[src/rtl/fused_exec_pkg.sv]
// Shared types for the fused read-modify-write execute unit.
// Assumes: one operation class per opcode, flags carried as a packed group.
package fused_exec_pkg;

    // Operation class decoded from the opcode byte
    typedef enum logic [3:0] {
        K_NONE,
        K_SHL_OR,
        K_ROL_AND,
        K_SHR_XOR,
        K_ROR_ADD,
        K_DEC_CMP,
        K_INC_SUB,
        K_STORE_AX,
        K_LOAD_AX
    } op_kind_e;

    // Status flags touched by this unit
    typedef struct packed {
        logic c;
        logic z;
        logic n;
        logic v;
    } flags_t;

endpackage

[src/rtl/fused_decode.sv]
// Opcode decoder: maps an instruction byte to an operation class.
// Assumes: only low nibble 7 (either setting of bit 4) or low nibble F with
// bit 4 clear are executable; bits 7:5 choose the group.
module fused_decode
    import fused_exec_pkg::*;
#(
    parameter int OPW = 8
) (
    input  logic [OPW-1:0] opcode,
    output op_kind_e       kind,
    output logic           legal
);

    localparam logic [3:0] LO_DIRECT = 4'h7;
    localparam logic [3:0] LO_WIDE   = 4'hF;

    logic mode_ok;

    // Addressing form check on the low nibble and bit 4
    always_comb begin
        mode_ok = (opcode[3:0] == LO_DIRECT) ||
                  ((opcode[3:0] == LO_WIDE) && !opcode[4]);
    end

    // Group selection from the top three bits
    always_comb begin
        kind = K_NONE;
        if (mode_ok) begin
            case (opcode[OPW-1:OPW-3])
                3'd0:    kind = K_SHL_OR;
                3'd1:    kind = K_ROL_AND;
                3'd2:    kind = K_SHR_XOR;
                3'd3:    kind = K_ROR_ADD;
                3'd4:    kind = K_STORE_AX;
                3'd5:    kind = K_LOAD_AX;
                3'd6:    kind = K_DEC_CMP;
                default: kind = K_INC_SUB;
            endcase
        end
    end

    // A class other than K_NONE is executable
    always_comb begin
        legal = (kind != K_NONE);
    end

endmodule

[src/rtl/fused_modify.sv]
// Memory-side modifier: shift, rotate, increment or decrement of the operand.
// Assumes: the incoming carry enters rotates; the bit pushed out is reported.
module fused_modify
    import fused_exec_pkg::*;
#(
    parameter int DW = 8
) (
    input  op_kind_e      kind,
    input  logic [DW-1:0] mem_val,
    input  logic          c_in,
    output logic [DW-1:0] mod_val,
    output logic          out_bit
);

    localparam logic [DW-1:0] ONE = DW'(1);

    // Produce the modified operand and the bit that leaves it
    always_comb begin
        mod_val = mem_val;
        out_bit = c_in;
        case (kind)
            K_SHL_OR: begin
                mod_val = {mem_val[DW-2:0], 1'b0};
                out_bit = mem_val[DW-1];
            end
            K_ROL_AND: begin
                mod_val = {mem_val[DW-2:0], c_in};
                out_bit = mem_val[DW-1];
            end
            K_SHR_XOR: begin
                mod_val = {1'b0, mem_val[DW-1:1]};
                out_bit = mem_val[0];
            end
            K_ROR_ADD: begin
                mod_val = {c_in, mem_val[DW-1:1]};
                out_bit = mem_val[0];
            end
            K_DEC_CMP: mod_val = mem_val - ONE;
            K_INC_SUB: mod_val = mem_val + ONE;
            default: ;
        endcase
    end

endmodule

[src/rtl/fused_combine.sv]
// Accumulator-side combiner: merges the modified byte into A and derives flags.
// Assumes: binary arithmetic only; one shared adder serves add, compare and
// subtract by choosing the second operand and the carry-in.
module fused_combine
    import fused_exec_pkg::*;
#(
    parameter int DW = 8
) (
    input  op_kind_e      kind,
    input  logic [DW-1:0] acc_in,
    input  logic [DW-1:0] xr_in,
    input  logic [DW-1:0] mem_val,
    input  logic [DW-1:0] mod_val,
    input  logic          out_bit,
    input  flags_t        f_in,
    output logic [DW-1:0] acc_nx,
    output logic [DW-1:0] xr_nx,
    output flags_t        f_nx,
    output logic [DW-1:0] wr_val,
    output logic          wr_en
);

    localparam int MSB = DW - 1;

    logic [DW-1:0] add_b;
    logic          add_ci;
    logic [DW:0]   add_sum;
    logic          add_ovf;
    logic [DW-1:0] logic_res;

    // Select the adder's second operand and carry-in per class
    always_comb begin
        add_b  = mod_val;
        add_ci = out_bit;
        case (kind)
            K_DEC_CMP: begin
                add_b  = ~mod_val;
                add_ci = 1'b1;
            end
            K_INC_SUB: begin
                add_b  = ~mod_val;
                add_ci = f_in.c;
            end
            default: ;
        endcase
    end

    // Shared binary adder with signed overflow detect
    always_comb begin
        add_sum = {1'b0, acc_in} + {1'b0, add_b} + {{DW{1'b0}}, add_ci};
        add_ovf = (acc_in[MSB] == add_b[MSB]) && (add_sum[MSB] != acc_in[MSB]);
    end

    // Bitwise merge for the three logic groups
    always_comb begin
        case (kind)
            K_SHL_OR:  logic_res = acc_in | mod_val;
            K_ROL_AND: logic_res = acc_in & mod_val;
            default:   logic_res = acc_in ^ mod_val;
        endcase
    end

    // Next A, X, flags and memory write per class
    always_comb begin
        acc_nx = acc_in;
        xr_nx  = xr_in;
        f_nx   = f_in;
        wr_val = mod_val;
        wr_en  = 1'b0;
        case (kind)
            K_SHL_OR, K_ROL_AND, K_SHR_XOR: begin
                acc_nx = logic_res;
                f_nx.c = out_bit;
                f_nx.z = (logic_res == '0);
                f_nx.n = logic_res[MSB];
                wr_en  = 1'b1;
            end
            K_ROR_ADD, K_INC_SUB: begin
                acc_nx = add_sum[DW-1:0];
                f_nx.c = add_sum[DW];
                f_nx.v = add_ovf;
                f_nx.z = (add_sum[DW-1:0] == '0);
                f_nx.n = add_sum[MSB];
                wr_en  = 1'b1;
            end
            K_DEC_CMP: begin
                f_nx.c = add_sum[DW];
                f_nx.z = (add_sum[DW-1:0] == '0);
                f_nx.n = add_sum[MSB];
                wr_en  = 1'b1;
            end
            K_STORE_AX: begin
                wr_val = acc_in & xr_in;
                wr_en  = 1'b1;
            end
            K_LOAD_AX: begin
                acc_nx = mem_val;
                xr_nx  = mem_val;
                f_nx.z = (mem_val == '0);
                f_nx.n = mem_val[MSB];
            end
            default: ;
        endcase
    end

endmodule

[src/rtl/fused_rmw_exec.sv]
// Top of the fused read-modify-write execute unit: decode, modify, combine,
// then register everything on strobe.
// Assumes: operands are stable during the strobe cycle; addressing and
// decimal adjustment are done elsewhere; reset is synchronous, active low.
module fused_rmw_exec
    import fused_exec_pkg::*;
#(
    parameter int DW  = 8,
    parameter int OPW = 8
) (
    input  logic           clk,
    input  logic           rst_n,
    input  logic           strobe,
    input  logic [OPW-1:0] opcode,
    input  logic [DW-1:0]  mem_in,
    input  logic [DW-1:0]  acc_in,
    input  logic [DW-1:0]  xr_in,
    input  logic           c_in,
    input  logic           z_in,
    input  logic           n_in,
    input  logic           v_in,
    output logic           res_vld,
    output logic           illegal,
    output logic           mem_we,
    output logic [DW-1:0]  mem_out,
    output logic [DW-1:0]  acc_out,
    output logic [DW-1:0]  xr_out,
    output logic           c_out,
    output logic           z_out,
    output logic           n_out,
    output logic           v_out
);

    op_kind_e      kind;
    logic          legal;
    logic [DW-1:0] mod_val;
    logic          out_bit;
    logic [DW-1:0] acc_nx;
    logic [DW-1:0] xr_nx;
    logic [DW-1:0] wr_val;
    logic          wr_en;
    flags_t        f_in;
    flags_t        f_nx;
    flags_t        f_q;

    // Gather incoming flags into one group
    always_comb begin
        f_in = '{c: c_in, z: z_in, n: n_in, v: v_in};
    end

    fused_decode #(.OPW(OPW)) i_decode (
        .opcode (opcode),
        .kind   (kind),
        .legal  (legal)
    );

    fused_modify #(.DW(DW)) i_modify (
        .kind    (kind),
        .mem_val (mem_in),
        .c_in    (c_in),
        .mod_val (mod_val),
        .out_bit (out_bit)
    );

    fused_combine #(.DW(DW)) i_combine (
        .kind    (kind),
        .acc_in  (acc_in),
        .xr_in   (xr_in),
        .mem_val (mem_in),
        .mod_val (mod_val),
        .out_bit (out_bit),
        .f_in    (f_in),
        .acc_nx  (acc_nx),
        .xr_nx   (xr_nx),
        .f_nx    (f_nx),
        .wr_val  (wr_val),
        .wr_en   (wr_en)
    );

    // Result registers: capture on strobe, hold otherwise, pulse valid/write
    always_ff @(posedge clk) begin
        if (!rst_n) begin
            res_vld <= 1'b0;
            illegal <= 1'b0;
            mem_we  <= 1'b0;
            mem_out <= '0;
            acc_out <= '0;
            xr_out  <= '0;
            f_q     <= '0;
        end else begin
            res_vld <= strobe;
            mem_we  <= strobe && legal && wr_en;
            if (strobe) begin
                illegal <= !legal;
                mem_out <= wr_val;
                acc_out <= acc_nx;
                xr_out  <= xr_nx;
                f_q     <= f_nx;
            end
        end
    end

    // Drive flag outputs from the registered group
    always_comb begin
        c_out = f_q.c;
        z_out = f_q.z;
        n_out = f_q.n;
        v_out = f_q.v;
    end

    AST_VALID_AFTER_STROBE: assert property (@(posedge clk) disable iff (!rst_n)
        strobe |=> res_vld) else $error("valid missing");
    AST_IDLE_HOLDS: assert property (@(posedge clk) disable iff (!rst_n)
        !strobe |=> (!res_vld && !mem_we && $stable(acc_out) && $stable(xr_out)))
        else $error("idle change");
    AST_WRITE_IN_VALID: assert property (@(posedge clk) disable iff (!rst_n)
        mem_we |-> res_vld) else $error("stray write");
    AST_ILLEGAL_KEEPS: assert property (@(posedge clk) disable iff (!rst_n)
        (strobe && kind == K_NONE) |=> (illegal && !mem_we &&
            acc_out == $past(acc_in) && xr_out == $past(xr_in) &&
            c_out == $past(c_in) && v_out == $past(v_in)))
        else $error("illegal changed state");
    AST_CMP_KEEPS_ACC: assert property (@(posedge clk) disable iff (!rst_n)
        (strobe && kind == K_DEC_CMP) |=> (acc_out == $past(acc_in) && mem_we))
        else $error("compare altered A");
    AST_STORE_PURE: assert property (@(posedge clk) disable iff (!rst_n)
        (strobe && kind == K_STORE_AX) |=> (mem_we &&
            mem_out == ($past(acc_in) & $past(xr_in)) &&
            z_out == $past(z_in) && n_out == $past(n_in)))
        else $error("store side effect");
    AST_LOAD_PAIR: assert property (@(posedge clk) disable iff (!rst_n)
        (strobe && kind == K_LOAD_AX) |=> (acc_out == xr_out && !mem_we))
        else $error("load pair mismatch");

endmodule

[config.mk]
export PLATFORM = sky130hd
export DESIGN_NAME = fused_rmw_exec
export DESIGN_NICKNAME = d
export VERILOG_FILES = /design/src/rtl/fused_exec_pkg.sv /design/src/rtl/fused_decode.sv /design/src/rtl/fused_modify.sv /design/src/rtl/fused_combine.sv /design/src/rtl/fused_rmw_exec.sv
export SDC_FILE = /design/constraint.sdc
export NUM_CORES = 1
export LEC_CHECK = 0
export BUFFER_PORTS_ARGS = -buffer_cell sky130_fd_sc_hd__buf_2
export CORE_MARGIN = 4
export CORE_UTILIZATION = 60
export DETAILED_ROUTE_END_ITERATION = 8
export PLACE_DENSITY = 0.94
export SLEW_MARGIN = 10
export SYNTH_ARGS = -nofsm -noshare
export SYNTH_HDL_FRONTEND = slang
export SYNTH_SLANG_ARGS = --single-unit
[constraint.sdc]
create_clock -name clk -period 8.7 [get_ports clk]
set_input_delay 0.87 -clock clk [delete_from_list [all_inputs] [get_ports clk]]
set_output_delay 0.87 -clock clk [all_outputs]
set_load 0.05 [all_outputs]
==> results.txt <==
Routed WL: 11,400 microns
average via count per standard cell: 6.79
ANT nets after route: 0
length of the first detailed-routing pass in iterations: 7
number of sinks driven by the clock tree: 31
power per unit of standard cell area: 131 nW/um^2
cell at the root of the clock tree: sky130_fd_sc_hd__clkbuf_8
post-route design area: 3660 sq um
fraction of post-synthesis cell area in the top cell type by area: 19.0%
Worst path max stage delay: 0.71 ns
number of max-capacitance violations reported: 0
unrepaired setup endpoints after global routing: no
most frequent cells after synthesis: 43 x sky130_fd_sc_hd__nand2_1, 42 x sky130_fd_sc_hd__o21ai_0, 39 x sky130_fd_sc_hd__a21oi_1, 34 x sky130_fd_sc_hd__ha_1, 34 x sky130_fd_sc_hd__nor2_1
share of cells above drive strength 1: 18.1%
area growth from synthesis to layout: 12.3%
die outline width: 81.7 microns
worst slack on hold paths: 0.477 ns
run status: completed
classification of the worst setup path: in2reg
number of synthesized flops with an enable pin: 0
# diodes: 0
cell at the slowest stage of the critical path: sky130_fd_sc_hd__nor2_1
path class of the lowest-slack min-delay path: reg2reg
vias in the first global route: 3,570
final period demand of the worst path: 5.96 ns
aggregate negative setup slack: 0 ns
total global routing overflow: 0
Clock H-tree levels: 2
clock latency reported for the late side of the worst-skew pair: 0.29 ns
max-slew headroom at the worst pin: 26.7%
area of the core: 5170 sq um
Crit path top cell by count: sky130_fd_sc_hd__a211oi_1
count of pins over their slew limit: 0
total of cells resized after clock tree synthesis: 0
gate family responsible for the most delay along the worst path: compound AO/OA/AOI/OAI gates
most common cell in the synthesized netlist: sky130_fd_sc_hd__nand2_1
crit path DAT: 6.10 ns
cell types with the largest area share after synthesis: sky130_fd_sc_hd__dfxtp_1 19%, sky130_fd_sc_hd__ha_1 13%, sky130_fd_sc_hd__o21ai_0 6.5%, sky130_fd_sc_hd__a21oi_1 6.0%, sky130_fd_sc_hd__nand2_1 5.0%
count of input and output buffers: 69
per-cell routed wire length: 20.5 microns
flop and latch count out of synthesis: 31
cell row count: 26
part of the cycle the worst path needs: 68.6%
placed cell areas: 3570 sq um
critical path data required time: 8.83 ns
timing-limited maximum frequency: 0.168 GHz
pin count of the biggest net entering global routing: 61
transition time at the pin with the least slew margin: 1.09 ns
number of buffer and inverter stages on the critical path: 2
count of unresolved DRC violations after routing: 0
sum of net half-perimeters after detailed placement: 8710 microns
die boundary height: 81.7 microns
filler-free cell count of the finished design: 555
Setup Fix Bufs, Post-CTS: 0
cell chain of the critical path: buf_2 -> a21bo_2 -> or2_1 -> nor2_1 -> nand2_1 -> inv_1 -> fa_1 -> o22ai_1 -> a22oi_2 -> o21ai_0 -> ha_1 -> a211oi_1 -> o31a_1 -> o21ai_2 -> xor2_1 -> a2111oi_0 -> a211oi_1
area of the die: 6670 sq um
first-iteration detailed-routing DRC count: 496
global-route wire length before repair: 17,800 microns
static leakage power: 0.00163 uW
number of failing hold endpoints at the final stage: 0
Max VDD drop: 0.128 mV
initial antenna violation count: 0
startpoint class of the critical path: input pin
fraction of the yosys area taken by sequential cells: 19.0%
clock buffer depth: 2
Finish-stage setup viols: 0
initial cell density of the core: 63.0%
placed instance count: 548
number of warnings reported in the yosys synthesis log: 0
Clock Skew: 0 ns
total I/O pin count: 70
Syn Area/Cell: 7.49 sq um
fraction of registers with async set/reset: 0%
net count reported at finish: 561
element type at the critical path end: flop
Post-Syn Instances: 435
flip-flop cell with the highest count after synthesis: sky130_fd_sc_hd__dfxtp_1
clock-pin transition on the worst setup and hold timing paths: 0.06 ns
hold-fix buffers at CTS: 0
cell type with the highest aggregate area in the netlist: sky130_fd_sc_hd__dfxtp_1
GP Congestion: 0.993
crit path max fanout: 17
Netlist Area Pre-Place: 3260 sq um
number of nets in the synthesized netlist: 511
CTS buffer count: 5
total global routing track utilization: 35.0%
clock tree from TritonCTS: done
routed vias: 3,768
unique cell type count in the Yosys netlist: 67
stage by stage:
stage / power, uW / worst slack, ns / util (%)
finish: 479 / 2.74 / 70.8
global placement: 358 / 2.71 / 69.1
detailed placement: 361 / 2.62 / 69.1
global route: 502 / 2.38 / 70.8
CTS: 474 / 2.88 / 70.8
floorplan: 305 / 3.85 / -
routing by layer:
metal	up-vias	global-route usage [%]	share of wire, %
li1	1700	-	-
met1	1760	44.5	40
met2	254	56.3	46
met3	54	7.46	10
met4	0	16.9	4.5
met5	-	0	0
worst paths after layout:
check / cells past startpoint / startpoint / slack [ns] / endpoint
setup / recovery: 17 / opcode[4] / 2.74 / n_out$_SDFFE_PN0P_
hold / removal: 2 / acc_out[1]$_SDFFE_PN0P_ / 0.48 / acc_out[1]$_SDFFE_PN0P_
setup reg to reg: 4 / acc_out[7]$_SDFFE_PN0P_ / 7.69 / acc_out[7]$_SDFFE_PN0P_
hold reg to reg: 2 / acc_out[1]$_SDFFE_PN0P_ / 0.48 / acc_out[1]$_SDFFE_PN0P_
cell usage in the layout, fill, tap and decap left out, drive strengths merged, types with 5 or more instances in the layout:
cell type	instances
buf	69
o21ai	44
nand2	43
a21oi	40
nor2	34
ha	34
dfxtp	31
inv	23
a31oi	15
nand3	10
mux2i	10
xnor2	10
nor3	8
a21o	7
nand2b	7
o22ai	6
clkbuf	6
nor2b	6
a221oi	6
a22oi	6
xor2	5
nor4	5
a211oi	5
sequential cells by signal, summed over array words and instances (netlist names):
name and flops:
xr_out 8, illegal 1, acc_out 8, mem_we 1, mem_out 8, res_vld 1, n_out 1, v_out 1
c_out 1, z_out 1
cell type report:
cell class,instances,area (sq um)
tap,70,87.6
clock buffer,6,82.6
multi-input combinational,355,2430
fill,453,1510
inverter,23,86.3
sequential,31,621
timing repair buffer,69,345
clock inverter,1,5.00
cells by family after synthesis:
logic type | share of synthesized area (%)
AO/OA/AOI/OAI | 33.4
XOR/XNOR | 4.03
adder cells (fa/ha/maj) | 14.9
buffers and inverters | 6.30
flip-flops | 19.0
multiplexers | 3.76
AND/OR/NAND/NOR | 18.5
report_power, final:
group	internal [uW]	switching, uW
logic	67.2	140
registers	152	4.99
clock network	61.9	53.2
tightest hold or removal path, cell delays in order (launching register included):
cell and delay (ns):
sky130_fd_sc_hd__dfxtp_1 0.31, sky130_fd_sc_hd__nand2b_1 0.07, sky130_fd_sc_hd__a21boi_1 0.06
Note: power is estimated with default switching activity, not from simulation.
